File: config.mk
export PLATFORM = sky130hd
export DESIGN_NAME = psc_top
export DESIGN_NICKNAME = d
export VERILOG_FILES = /design/src/rtl/psc_pkg.sv /design/src/rtl/psc_mod_slot.sv /design/src/rtl/psc_dom_engine.sv /design/src/rtl/psc_top.sv
export SDC_FILE = /design/constraint.sdc
export NUM_CORES = 1
export LEC_CHECK = 0
export ABC_AREA = 1
export BUFFER_PORTS_ARGS = -buffer_cell sky130_fd_sc_hd__buf_2
export CAP_MARGIN = 20
export CORE_MARGIN = 3
export CORE_UTILIZATION = 30
export CTS_CLUSTER_DIAMETER = 50
export DETAILED_ROUTE_END_ITERATION = 7
export GPL_ROUTABILITY_DRIVEN = 0
export SKIP_LAST_GASP = 1
export SLEW_MARGIN = 20
export SYNTH_ARGS = -nofsm -noshare
export SYNTH_HDL_FRONTEND = slang
export SYNTH_SLANG_ARGS = --single-unit
File: constraint.sdc
create_clock -name clk -period 1.7 [get_ports clk]
set_input_delay 0.51 -clock clk [delete_from_list [all_inputs] [get_ports clk]]
set_output_delay 0.51 -clock clk [all_outputs]
set_load 0.03 [all_outputs]
File: src/rtl/psc_pkg.sv
// Shared constants and types for the power and sleep controller.
// Assumes a 12-bit byte address space with word-aligned registers.
package psc_pkg;
    localparam int ADDR_W = 12;
    localparam int DATA_W = 32;
    localparam int IDX_W  = 6;

    localparam logic [ADDR_W-1:0] OFF_EPWR   = 12'h070;
    localparam logic [ADDR_W-1:0] OFF_GO     = 12'h120;
    localparam logic [ADDR_W-1:0] OFF_BUSY   = 12'h128;
    localparam logic [3:0]        RGN_DSTAT  = 4'h2;
    localparam logic [3:0]        RGN_DCTL   = 4'h3;
    localparam logic [3:0]        RGN_MSTAT  = 4'h8;
    localparam logic [3:0]        RGN_MCTL   = 4'hA;

    typedef enum logic [1:0] {
        MS_SWRST_OFF = 2'd0,
        MS_SYNC_RST  = 2'd1,
        MS_OFF       = 2'd2,
        MS_ON        = 2'd3
    } mod_state_e;

    typedef enum logic [1:0] {
        ENG_IDLE = 2'd0,
        ENG_WAIT = 2'd1,
        ENG_RUN  = 2'd2
    } eng_state_e;
endpackage

File: src/rtl/psc_mod_slot.sv
// One gated module: holds its staged control fields and its current state.
// Assumes apply is a one-cycle pulse from the owning domain's engine.
module psc_mod_slot
    import psc_pkg::*;
(
    input  logic        clk,
    input  logic        rst_n,
    input  logic        ctl_we,
    input  logic [1:0]  wr_next,
    input  logic        wr_force,
    input  logic        wr_lrel,
    input  logic        apply,
    output logic [31:0] ctl_word,
    output logic [31:0] stat_word,
    output logic        clk_en,
    output logic        lrst
);
    logic [1:0] nxt_q;
    logic       force_q;
    logic       lrel_q;
    mod_state_e state_q;

    // Control register: staged next state, force flag, reset release.
    always_ff @(posedge clk) begin
        if (!rst_n) begin
            nxt_q   <= 2'd0;
            force_q <= 1'b0;
            lrel_q  <= 1'b1;
        end else if (ctl_we) begin
            nxt_q   <= wr_next;
            force_q <= wr_force;
            lrel_q  <= wr_lrel;
        end
    end

    // Current state: only the domain engine's apply pulse moves it.
    always_ff @(posedge clk) begin
        if (!rst_n)
            state_q <= MS_SWRST_OFF;
        else if (apply)
            state_q <= mod_state_e'(nxt_q);
    end

    // Outputs and register images.
    always_comb begin
        clk_en    = (state_q == MS_ON);
        lrst      = !lrel_q || (state_q == MS_SWRST_OFF) || (state_q == MS_SYNC_RST);
        ctl_word  = {force_q, 22'd0, lrel_q, 6'd0, nxt_q};
        stat_word = {19'd0, clk_en, 10'd0, state_q};
    end
endmodule

File: src/rtl/psc_dom_engine.sv
// One power domain: control register, power state and transition engine.
// Assumes go is a one-cycle pulse; a go while busy is dropped.
module psc_dom_engine
    import psc_pkg::*;
#(
    parameter int LATENCY = 8
) (
    input  logic        clk,
    input  logic        rst_n,
    input  logic        ctl_we,
    input  logic        wr_on,
    input  logic        wr_pgood,
    input  logic        go,
    output logic [31:0] ctl_word,
    output logic        pgood,
    output logic        busy,
    output logic        ep_req,
    output logic        dom_on,
    output logic        apply
);
    localparam int CNT_W = $clog2(LATENCY + 1);
    localparam logic [CNT_W-1:0] CNT_LAST = CNT_W'(LATENCY - 1);

    logic       on_q;
    logic       pgood_q;
    eng_state_e st_q;
    logic [CNT_W-1:0] cnt_q;

    // Domain control register.
    always_ff @(posedge clk) begin
        if (!rst_n) begin
            on_q    <= 1'b0;
            pgood_q <= 1'b0;
        end else if (ctl_we) begin
            on_q    <= wr_on;
            pgood_q <= wr_pgood;
        end
    end

    // Transition engine: optional power handshake, then a fixed count.
    always_ff @(posedge clk) begin
        if (!rst_n) begin
            st_q   <= ENG_IDLE;
            cnt_q  <= '0;
            ep_req <= 1'b0;
            dom_on <= 1'b0;
        end else begin
            case (st_q)
                ENG_IDLE: if (go) begin
                    cnt_q <= '0;
                    if (!dom_on && on_q) begin
                        ep_req <= 1'b1;
                        st_q   <= ENG_WAIT;
                    end else begin
                        st_q   <= ENG_RUN;
                    end
                end
                ENG_WAIT: if (pgood_q) begin
                    ep_req <= 1'b0;
                    dom_on <= 1'b1;
                    st_q   <= ENG_RUN;
                end
                ENG_RUN: begin
                    if (cnt_q == CNT_LAST)
                        st_q <= ENG_IDLE;
                    else
                        cnt_q <= cnt_q + 1'b1;
                end
                default: st_q <= ENG_IDLE;
            endcase
        end
    end

    // Status views.
    always_comb begin
        busy     = (st_q != ENG_IDLE);
        apply    = (st_q == ENG_RUN) && (cnt_q == CNT_LAST);
        pgood    = pgood_q;
        ctl_word = {23'd0, pgood_q, 7'd0, on_q};
    end
endmodule

File: src/rtl/psc_top.sv
// Power and sleep controller: register decode, read mux and the arrays
// of domain engines and module slots. Module m belongs to domain m % N_DOM.
// Assumes N_DOM <= 32 and N_MOD <= 64.
module psc_top
    import psc_pkg::*;
#(
    parameter int N_DOM   = 2,
    parameter int N_MOD   = 4,
    parameter int LATENCY = 8
) (
    input  logic              clk,
    input  logic              rst_n,
    input  logic              bus_sel,
    input  logic              bus_we,
    input  logic [ADDR_W-1:0] bus_addr,
    input  logic [DATA_W-1:0] bus_wdata,
    output logic [DATA_W-1:0] bus_rdata,
    output logic              bus_ready,
    output logic [N_MOD-1:0]  mod_clk_en,
    output logic [N_MOD-1:0]  mod_lrst
);
    logic [3:0]       region;
    logic [IDX_W-1:0] idx;
    logic             aligned;
    logic             wr;
    logic [DATA_W-1:0] rd_mux;

    logic [N_DOM-1:0] dom_busy, dom_apply, dom_ep, dom_on, dom_pgood, dom_go, dom_wr;
    logic [N_MOD-1:0] mod_wr;
    logic [31:0] dom_ctl_w [N_DOM];
    logic [31:0] mod_ctl_w [N_MOD];
    logic [31:0] mod_stat_w [N_MOD];
    logic unused_wdata;

    assign region  = bus_addr[11:8];
    assign idx     = bus_addr[7:2];
    assign aligned = (bus_addr[1:0] == 2'b00);
    assign wr      = bus_sel && bus_we && aligned;
    assign unused_wdata = ^bus_wdata;

    genvar gd, gm;
    generate
        for (gd = 0; gd < N_DOM; gd++) begin : g_dom
            assign dom_wr[gd] = wr && (region == RGN_DCTL) && (idx == IDX_W'(gd));
            assign dom_go[gd] = wr && (bus_addr == OFF_GO) && bus_wdata[gd];
            psc_dom_engine #(.LATENCY(LATENCY)) u_eng (
                .clk      (clk),
                .rst_n    (rst_n),
                .ctl_we   (dom_wr[gd]),
                .wr_on    (bus_wdata[0]),
                .wr_pgood (bus_wdata[8]),
                .go       (dom_go[gd]),
                .ctl_word (dom_ctl_w[gd]),
                .pgood    (dom_pgood[gd]),
                .busy     (dom_busy[gd]),
                .ep_req   (dom_ep[gd]),
                .dom_on   (dom_on[gd]),
                .apply    (dom_apply[gd])
            );
        end
        for (gm = 0; gm < N_MOD; gm++) begin : g_mod
            assign mod_wr[gm] = wr && (region == RGN_MCTL) && (idx == IDX_W'(gm));
            psc_mod_slot u_slot (
                .clk       (clk),
                .rst_n     (rst_n),
                .ctl_we    (mod_wr[gm]),
                .wr_next   (bus_wdata[1:0]),
                .wr_force  (bus_wdata[31]),
                .wr_lrel   (bus_wdata[8]),
                .apply     (dom_apply[gm % N_DOM]),
                .ctl_word  (mod_ctl_w[gm]),
                .stat_word (mod_stat_w[gm]),
                .clk_en    (mod_clk_en[gm]),
                .lrst      (mod_lrst[gm])
            );
        end
    endgenerate

    // Read mux: unmapped or out-of-range addresses return zero.
    always_comb begin
        rd_mux = '0;
        if (aligned) begin
            if (bus_addr == OFF_EPWR)
                rd_mux = DATA_W'(dom_ep);
            else if (bus_addr == OFF_BUSY)
                rd_mux = DATA_W'(dom_busy);
            else begin
                for (int d = 0; d < N_DOM; d++) begin
                    if (idx == IDX_W'(d) && region == RGN_DSTAT) rd_mux = DATA_W'(dom_on[d]);
                    if (idx == IDX_W'(d) && region == RGN_DCTL)  rd_mux = dom_ctl_w[d];
                end
                for (int m = 0; m < N_MOD; m++) begin
                    if (idx == IDX_W'(m) && region == RGN_MSTAT) rd_mux = mod_stat_w[m];
                    if (idx == IDX_W'(m) && region == RGN_MCTL)  rd_mux = mod_ctl_w[m];
                end
            end
        end
    end

    // Bus response: ready one cycle after the strobe, read data registered.
    always_ff @(posedge clk) begin
        if (!rst_n) begin
            bus_ready <= 1'b0;
            bus_rdata <= '0;
        end else begin
            bus_ready <= bus_sel;
            if (bus_sel && !bus_we)
                bus_rdata <= rd_mux;
        end
    end
endmodule

==> impl_results.html, run 1 <==
<table>
<tr><th>Metric</th><th>Value</th></tr>
<tr><th colspan="2">Routing</th></tr>
<tr><td>Via count</td><td>2799</td></tr>
<tr><td>Post-route ant nets</td><td>0</td></tr>
<tr><td>Initial DRT Pass Iterations</td><td>4</td></tr>
<tr><td>Count of routing violations after the opening detailed-route iteration</td><td>160</td></tr>
<tr><td>Total Routed Length</td><td>7380 µm</td></tr>
<tr><td>DRC violations left</td><td>0</td></tr>
<tr><td>Average vias per placed instance</td><td>4.45</td></tr>
<tr><td>Post-detailed-route wirelength per cell</td><td>11.7 µm</td></tr>
<tr><th colspan="2">Pwr</th></tr>
<tr><td>PD cells</td><td>641 nW/µm²</td></tr>
<tr><td>Worst voltage drop across the vdd grid</td><td>0.282 mV</td></tr>
<tr><td>P_leak</td><td>1.56 nW</td></tr>
<tr><th colspan="2">Final layout</th></tr>
<tr><td>Final non-filler cell total</td><td>629</td></tr>
<tr><td>Leading cell types in the layout, fill and taps excluded</td><td>sky130_fd_sc_hd__nand2_1, sky130_fd_sc_hd__inv_1, sky130_fd_sc_hd__dfxtp_1</td></tr>
<tr><td>Commonest non-fill, non-tap cell in the layout</td><td>sky130_fd_sc_hd__nand2_1</td></tr>
<tr><td>Number of antenna repair diodes</td><td>0</td></tr>
<tr><td>Layout Area Growth over Synthesis</td><td>22.3%</td></tr>
<tr><td># nets final</td><td>549</td></tr>
<tr><td>Layout cell share with drive strength beyond 1</td><td>24.2%</td></tr>
<tr><th colspan="2">STA</th></tr>
<tr><td>Final setup fails</td><td>0</td></tr>
<tr><td>Crit path time final</td><td>1.68 ns</td></tr>
<tr><td>Worst hold slack</td><td>0.403 ns</td></tr>
<tr><td>Maximum clock skew at final layout</td><td>0.00877 ns</td></tr>
<tr><td>Highest clock rate</td><td>0.595 GHz</td></tr>
<tr><td>Setup TNS</td><td>0 ns</td></tr>
<tr><td>Final Hold Fails</td><td>0</td></tr>
<tr><td>Slew Limit Fails</td><td>0</td></tr>
<tr><td>Ratio of final minimum period to clock period</td><td>98.9%</td></tr>
<tr><td>Setup repair after global routing missed its margin</td><td>yes</td></tr>
<tr><th colspan="2">Place</th></tr>
<tr><td>Placed cells</td><td>621</td></tr>
<tr><td>Hpwl dp</td><td>5780 µm</td></tr>
<tr><td>Port Buf Inserts</td><td>33</td></tr>
<tr><th colspan="2">Synth</th></tr>
<tr><td>Cell count after synthesis</td><td>433</td></tr>
<tr><td>Library cells used by synthesis</td><td>35</td></tr>
<tr><td>#FFs+latches synth</td><td>50</td></tr>
<tr><td>Number of synthesis warnings</td><td>0</td></tr>
<tr><td>Synthesized area per cell</td><td>6.74 µm²</td></tr>
<tr><td>Largest cells by area after synthesis</td><td>sky130_fd_sc_hd__dfxtp_1, sky130_fd_sc_hd__nand2_1, sky130_fd_sc_hd__buf_4</td></tr>
<tr><td>Share of the synthesized area in the top cell type</td><td>34.3%</td></tr>
<tr><td>Proportion of synthesized chip area in sequential cells</td><td>34.3%</td></tr>
<tr><td>Library cell occupying the most area in the post-synthesis netlist</td><td>sky130_fd_sc_hd__dfxtp_1</td></tr>
<tr><td>Post-synthesis cell area</td><td>2920 µm²</td></tr>
<tr><th colspan="2">GRT</th></tr>
<tr><td>Wire length of the first global-routing pass</td><td>12400 µm</td></tr>
<tr><td>Aggregate global-route resource usage</td><td>13.7%</td></tr>
<tr><td>GRT Residual Overflow</td><td>0</td></tr>
<tr><td>Number of antenna violations at the first check in global routing</td><td>0</td></tr>
<tr><td>Via count of the first global-routing pass</td><td>2648</td></tr>
<tr><td>Largest net degree at the start of global routing</td><td>31</td></tr>
<tr><th colspan="2">Die</th></tr>
<tr><td>Total die area</td><td>10900 µm²</td></tr>
<tr><td>FP Rows</td><td>35</td></tr>
<tr><td>Placeable core region</td><td>9330 µm²</td></tr>
<tr><td>Starting utilization of the core area</td><td>31.3%</td></tr>
<tr><td>DIE WIDTH</td><td>105 µm</td></tr>
<tr><td>I/O pin total</td><td>89</td></tr>
<tr><td>Die height</td><td>105 µm</td></tr>
<tr><th colspan="2">Clock tree</th></tr>
<tr><td>Root cell of the clock tree</td><td>sky130_fd_sc_hd__clkbuf_8</td></tr>
<tr><td>Clk_lat worst skew</td><td>0.30 ns</td></tr>
<tr><td>Total of hold buffers inserted after clock tree synthesis</td><td>0</td></tr>
<tr><td>Depth of the CTS H-tree</td><td>2</td></tr>
<tr><td>Clock Path Buffers</td><td>2</td></tr>
<tr><td>Number of buffers added by the clock tree synthesis step</td><td>5</td></tr>
<tr><td>Clock tree from TritonCTS</td><td>yes</td></tr>
<tr><td>Clk pin slew, worst setup/hold paths</td><td>0.09 ns</td></tr>
<tr><td>Clock Sinks</td><td>50</td></tr>
<tr><th colspan="2">Critical path</th></tr>
<tr><td>Worst Setup Path Type</td><td>in -&gt; reg</td></tr>
<tr><td>CP Max Fanout</td><td>6</td></tr>
<tr><td>Worst Reg2Reg Path Length in Cells</td><td>9</td></tr>
<tr><td>Critical Path End Type</td><td>register</td></tr>
<tr><td>Startpoint class of the critical path</td><td>primary input</td></tr>
<tr><td>Critical R2R Launch</td><td>g_dom[0].u_eng.cnt_q[0]</td></tr>
<tr><td>Endpoint of the most critical register-to-register path</td><td>g_dom[0].u_eng.cnt_q[1]</td></tr>
<tr><td>Timing startpoint of the critical path</td><td>bus_addr[7]</td></tr>
<tr><td>Endpoint arrival time on the critical path</td><td>1.92 ns</td></tr>
<tr><td>Required time worst endpoint</td><td>1.94 ns</td></tr>
<tr><td>Setup slack of the most critical reg-to-reg path</td><td>0.22 ns</td></tr>
<tr><th colspan="2">Hold path</th></tr>
<tr><td>Worst hold endpoint</td><td>bus_ready</td></tr>
<tr><td>Path type of the worst min-delay path</td><td>in -&gt; reg</td></tr>
<tr><td>Worst hold path depth</td><td>3</td></tr>
<tr><td>Worst hold path startpoint</td><td>bus_sel</td></tr>
<tr><th colspan="2">Status</th></tr>
<tr><td>Outcome</td><td>finished, final reports clean</td></tr>
<tr><th colspan="2">Flow run</th></tr>
<tr><td>Max Cap Violations</td><td>0</td></tr>
</table>
through the flow:
step | power [mW] | setup WS [ns] | area [µm²] | util, %
5_1_grt | 2.39 | -0.0923 | 3570 | 38.2
4_1_cts | 2.29 | 0.0125 | 3470 | 37.2
6_report | 2.29 | 0.0184 | 3570 | 38.2
2_1_floorplan | 1.39 | 0.0361 | 3020 | -
3_3_place_gp | 1.44 | -0.285 | 3360 | 36.0
3_5_place_dp | 1.44 | -0.299 | 3360 | 36.0
area by class of cell:
type	count	area [µm²]
inverters	70	263
flip-flops and latches	50	1000
multi-input cells	300	1550
repair buffers	72	484
clock inverters	2	37.5
well taps	129	161
clock buffers	6	72.6
fillers	996	5760
sequential cells by signal (all words and copies together), names as in the netlist:
name                  flops
g_mod.u_slot.state_q      8
bus_rdata                 5
g_mod.u_slot.lrel_q       4
g_dom.u_eng.st_q          4
bus_ready                 1
g_dom.u_eng.on_q          2
g_dom.u_eng.cnt_q         8
g_dom.u_eng.dom_on        2
g_mod.u_slot.nxt_q        8
g_dom.u_eng.pgood         2
g_mod.u_slot.force_q      4
g_dom.u_eng.ep_req        2
cells in the mapped netlist (all sizes together):
library cell / n
and3: 1
nand2: 81
inv: 70
o21a: 1
a311oi: 1
o211ai: 4
clkbuf: 4
dfxtp: 50
nand3b: 1
nor2: 52
nand4: 4
ha: 2
buf: 35
nor3: 14
a21oi: 41
a211oi: 2
o21ai: 34
nor4: 2
a31oi: 1
a2111oi: 1
o22ai: 2
o2111a: 1
conb: 1
or2: 2
nand3: 26
timing repair:
action                                 CTS  global route
setup endpoints to repair                0            12
endpoints found under the hold margin    0             0
setup buffers                            0             0
gates resized for setup                  0            31
how the worst max path moves through the flow:
stage                              end  slack [ns]  cells after the start
2_1_floorplan  g_dom[1].u_eng.cnt_q[3]        0.04                     10
3_3_place_gp              bus_rdata[8]       -0.28                     12
3_5_place_dp              bus_rdata[8]       -0.30                     12
4_1_cts                   bus_rdata[8]        0.01                     16
5_1_grt                   bus_rdata[1]       -0.09                     15
6_report                  bus_rdata[1]        0.02                     15
metal layers:
layer	global-route usage, %	share of wire (%)	up-vias
li1	-	-	1469
met1	17.6	46	1241
met2	23.0	46	73
met3	2.66	5.0	16
met4	4.69	2.8	0
met5	0	0	-
logic make-up after synthesis:
kind of cell,count (synthesis),synth area share [%]
adder cells (fa/ha/maj),2,0.857
AO/OA/AOI/OAI,88,16.4
AND/OR/NAND/NOR,183,29.8
buffers and inverters,109,18.5
other,1,0.129
flip-flops,50,34.3
critical path: stages:
cell and delay (ns):
sky130_fd_sc_hd__buf_8 0.10, sky130_fd_sc_hd__nor2_4 0.15, sky130_fd_sc_hd__nand2_4 0.09, sky130_fd_sc_hd__nor2_4 0.21, sky130_fd_sc_hd__buf_6 0.13, sky130_fd_sc_hd__nand3_2 0.05
sky130_fd_sc_hd__nand2_2 0.07, sky130_fd_sc_hd__a21oi_2 0.03, sky130_fd_sc_hd__nand2_1 0.06, sky130_fd_sc_hd__nand3_1 0.07, sky130_fd_sc_hd__nand3_1 0.09, sky130_fd_sc_hd__nand2_1 0.07
sky130_fd_sc_hd__nand3_1 0.07, sky130_fd_sc_hd__nand2_1 0.08, sky130_fd_sc_hd__a21oi_2 0.13
where the power goes:
part	internal, mW	leakage [nW]	total, mW	switching, mW
sequential	1.17	0.403	1.17	0.000301
combinational	0.0740	1.10	0.260	0.186
clock	0.440	0.0514	0.854	0.414
total	1.69	1.56	2.29	0.601
(Power assumes the default switching activity.)
==> inputs of run 2 (changes only) <==
SETUP_SLACK_MARGIN = 0.15   (was not set)
clock period = 1.5 ns   (was 1.7 ns; I/O delays follow)
==> impl_results.html, run 2 (synthesized netlist as in run 1, its figures left out) <==
<table>
<tr><th>Metric</th><th>Value</th></tr>
<tr><th colspan="2">Status</th></tr>
<tr><td>Outcome</td><td>finished, violations left</td></tr>
<tr><td>Violated checks</td><td>setup timing</td></tr>
<tr><th colspan="2">Flow run</th></tr>
<tr><td>Max Cap Violations</td><td>0 (unchanged)</td></tr>
<tr><th colspan="2">STA</th></tr>
<tr><td>Final Hold Fails</td><td>0 (unchanged)</td></tr>
<tr><td>Setup repair after global routing missed its margin</td><td>yes</td></tr>
<tr><td>Worst hold slack</td><td>0.421 ns (+0.0181 ns)</td></tr>
<tr><td>Worst setup margin</td><td>-0.0752 ns (-0.0937 ns)</td></tr>
<tr><td>Slew Limit Fails</td><td>0 (unchanged)</td></tr>
<tr><td>Final setup fails</td><td>6 (+6)</td></tr>
<tr><td>Setup TNS</td><td>-0.150 ns (-0.150 ns)</td></tr>
<tr><td>Ratio of final minimum period to clock period</td><td>105%</td></tr>
<tr><td>Maximum clock skew at final layout</td><td>0.0109 ns (+0.00216 ns)</td></tr>
<tr><td>Crit path time final</td><td>1.58 ns</td></tr>
<tr><td>Highest clock rate</td><td>0.635 GHz</td></tr>
<tr><th colspan="2">Critical path</th></tr>
<tr><td>Critical Path End Type</td><td>register</td></tr>
<tr><td>CP Max Fanout</td><td>4 (-2)</td></tr>
<tr><td>Endpoint arrival time on the critical path</td><td>1.80 ns (-0.12 ns)</td></tr>
<tr><td>Worst Setup Path Type</td><td>in -&gt; reg</td></tr>
<tr><td>Startpoint class of the critical path</td><td>primary input</td></tr>
<tr><td>Worst Reg2Reg Path Length in Cells</td><td>9 (unchanged)</td></tr>
<tr><td>Required time worst endpoint</td><td>1.73 ns (-0.21 ns)</td></tr>
<tr><th colspan="2">Clock tree</th></tr>
<tr><td>Clock tree from TritonCTS</td><td>yes</td></tr>
<tr><td>Root cell of the clock tree</td><td>sky130_fd_sc_hd__clkbuf_8</td></tr>
<tr><td>Depth of the CTS H-tree</td><td>2 (unchanged)</td></tr>
<tr><td>Clk_lat worst skew</td><td>0.31 ns (about the same)</td></tr>
<tr><td>Clk pin slew, worst setup/hold paths</td><td>0.10 ns (about the same)</td></tr>
<tr><td>Clock Path Buffers</td><td>2 (unchanged)</td></tr>
<tr><td>Total of hold buffers inserted after clock tree synthesis</td><td>0 (unchanged)</td></tr>
<tr><td>Number of buffers added by the clock tree synthesis step</td><td>5 (unchanged)</td></tr>
<tr><td>Clock Sinks</td><td>50 (unchanged)</td></tr>
<tr><th colspan="2">GRT</th></tr>
<tr><td>GRT Residual Overflow</td><td>0 (unchanged)</td></tr>
<tr><td>M2 GR Usage</td><td>23.4% (+0.42 points)</td></tr>
<tr><td>Global-route track usage on met3</td><td>2.47% (-0.19 points)</td></tr>
<tr><td>Largest net degree at the start of global routing</td><td>31 (unchanged)</td></tr>
<tr><td>Wire length of the first global-routing pass</td><td>12500 µm (+0.67%)</td></tr>
<tr><td>Gr busiest metal</td><td>met2</td></tr>
<tr><td>Aggregate global-route resource usage</td><td>13.7% (+0.025 points)</td></tr>
<tr><td>Met1 Resource Use GR</td><td>17.6% (+0.056 points)</td></tr>
<tr><td>Via count of the first global-routing pass</td><td>2739 (+3.4%)</td></tr>
<tr><td>Number of antenna violations at the first check in global routing</td><td>0 (unchanged)</td></tr>
<tr><th colspan="2">Routing</th></tr>
<tr><td>Initial DRT Pass Iterations</td><td>5 (+1)</td></tr>
<tr><td>Post-detailed-route wirelength per cell</td><td>12.1 µm (+3.4%)</td></tr>
<tr><td>Total Routed Length</td><td>7790 µm (+5.5%)</td></tr>
<tr><td>Via count</td><td>2899 (+3.6%)</td></tr>
<tr><td>Count of routing violations after the opening detailed-route iteration</td><td>116 (-28%)</td></tr>
<tr><td>Average vias per placed instance</td><td>4.52 (+1.5%)</td></tr>
<tr><td>DRC violations left</td><td>0 (unchanged)</td></tr>
<tr><td>Post-route ant nets</td><td>0 (unchanged)</td></tr>
<tr><th colspan="2">Die</th></tr>
<tr><td>Placeable core region</td><td>9330 µm² (unchanged)</td></tr>
<tr><td>I/O pin total</td><td>89 (unchanged)</td></tr>
<tr><td>Starting utilization of the core area</td><td>31.3% (unchanged)</td></tr>
<tr><td>DIE WIDTH</td><td>105 µm (unchanged)</td></tr>
<tr><td>Die height</td><td>105 µm (unchanged)</td></tr>
<tr><td>FP Rows</td><td>35 (unchanged)</td></tr>
<tr><td>Total die area</td><td>10900 µm² (unchanged)</td></tr>
<tr><th colspan="2">Pwr</th></tr>
<tr><td>PD cells</td><td>617 nW/µm² (-3.7%)</td></tr>
<tr><td>Worst voltage drop across the vdd grid</td><td>0.270 mV (-4.2%)</td></tr>
<tr><td>P_leak</td><td>1.74 nW (+12%)</td></tr>
<tr><th colspan="2">Place</th></tr>
<tr><td>Placed cells</td><td>618 (-0.48%)</td></tr>
<tr><td>Port Buf Inserts</td><td>33 (unchanged)</td></tr>
<tr><td>Hpwl dp</td><td>5850 µm (+1.3%)</td></tr>
<tr><td>Pre-CTS WS</td><td>-0.413 ns (-0.114 ns)</td></tr>
<tr><td>DP Area</td><td>3420 µm² (+1.9%)</td></tr>
<tr><th colspan="2">Final layout</th></tr>
<tr><td>Number of antenna repair diodes</td><td>0 (unchanged)</td></tr>
<tr><td>Area of the multi-input gates</td><td>1740 µm² (+13%)</td></tr>
<tr><td>Commonest non-fill, non-tap cell in the layout</td><td>sky130_fd_sc_hd__nand2_1</td></tr>
<tr><td>FF+latch area</td><td>1020 µm² (+2.4%)</td></tr>
<tr><td>Leading cell types in the layout, fill and taps excluded</td><td>sky130_fd_sc_hd__nand2_1, sky130_fd_sc_hd__inv_1, sky130_fd_sc_hd__buf_4</td></tr>
<tr><td>FILL cells</td><td>973 (-2.3%)</td></tr>
<tr><td>Final non-filler cell total</td><td>642 (+2.1%)</td></tr>
<tr><td>Layout cell share with drive strength beyond 1</td><td>38.8% (+15 points)</td></tr>
<tr><td>Largest registers</td><td>g_dom.u_eng.cnt_q: 8 flops, g_mod.u_slot.nxt_q: 8 flops, g_mod.u_slot.state_q: 8 flops</td></tr>
<tr><td>Layout Area Growth over Synthesis</td><td>34.9%</td></tr>
<tr><td># nets final</td><td>562 (+2.4%)</td></tr>
<tr><td>Finished layout cell area</td><td>3940 µm² (+10%)</td></tr>
<tr><th colspan="2">Hold path</th></tr>
<tr><td>Path type of the worst min-delay path</td><td>in -&gt; reg</td></tr>
<tr><td>Worst hold path depth</td><td>3 (unchanged)</td></tr>
</table>
-- run 2: changes by cell type in the layout (fill, tap and decap cells not counted), moves of 7 or more --
cell / previous run / this run
sky130_fd_sc_hd__buf_6: 3 / 17
sky130_fd_sc_hd__o21ai_0: 32 / 12
sky130_fd_sc_hd__nand2_1: 75 / 59
sky130_fd_sc_hd__nand2_2: 5 / 17
sky130_fd_sc_hd__buf_2: 30 / 21
sky130_fd_sc_hd__dfxtp_2: 0 / 16
sky130_fd_sc_hd__nor2_2: 3 / 10
sky130_fd_sc_hd__nor2_1: 39 / 30
sky130_fd_sc_hd__inv_1: 62 / 52
sky130_fd_sc_hd__buf_4: 38 / 46
sky130_fd_sc_hd__o21ai_1: 2 / 18
sky130_fd_sc_hd__inv_2: 8 / 15
sky130_fd_sc_hd__dfxtp_1: 50 / 33
-- run 2: worst max-delay path, cell delays in order --
cell and delay [ns]:
sky130_fd_sc_hd__buf_6 0.10, sky130_fd_sc_hd__nor2_4 0.13, sky130_fd_sc_hd__nand3b_1 0.13, sky130_fd_sc_hd__nor2_4 0.17, sky130_fd_sc_hd__nand3_2 0.11, sky130_fd_sc_hd__nand2_2 0.09
sky130_fd_sc_hd__inv_2 0.06, sky130_fd_sc_hd__nor3_4 0.18, sky130_fd_sc_hd__buf_4 0.15, sky130_fd_sc_hd__a21oi_2 0.04, sky130_fd_sc_hd__a311oi_1 0.18
-- run 2: cell type report --
cell class                 count  area share (%)
clock buffer                   6            1.84
clock inverter                 2           0.350
inverter                      70            6.87
multi-input combinational    300            44.3
sequential                    50            26.0
tap                          129            4.10
timing repair buffer          85            16.5
-- run 2: metrics by stage --
step                utilization [%]  power, mW
detailed placement             36.7       1.64
floorplan                         -       1.59
global placement               36.7       1.64
finish                         42.2       2.43
global route                   42.2       2.51
CTS                            40.6       2.45
-- run 2: power by group --
part | total (mW) | switching [mW] | internal [mW]
clock | 0.795 | 0.464 | 0.330
combinational | 0.308 | 0.222 | 0.0863
sequential | 1.33 | 0.000374 | 1.33
total | 2.43 | 0.686 | 1.74
-- run 2: layer usage --
metal / vias up / part of all wire [%]
met1: 1333 / 47
met2: 59 / 49
li1: 1499 / -
met5: - / 0
met3: 8 / 3.6
met4: 0 / 1.2
-- run 2: timing repair --
action,in CTS,in global routing
pin swaps,18,13
setup buffers,12,4
resized for setup,79,39
endpoints found under the setup margin,41,52
-- run 2: final timing paths --
path,slack [ns],startpoint,endpoint
worst max-delay path,-0.08,bus_addr[7],g_dom[1].u_eng.cnt_q[2]
worst min-delay path,0.42,rst_n,g_dom[0].u_eng.cnt_q[0]
worst max register to register,0.08,g_dom[0].u_eng.cnt_q[1],g_mod[2].u_slot.state_q[1]
worst min register to register,0.45,g_mod[0].u_slot.force_q,g_mod[0].u_slot.force_q
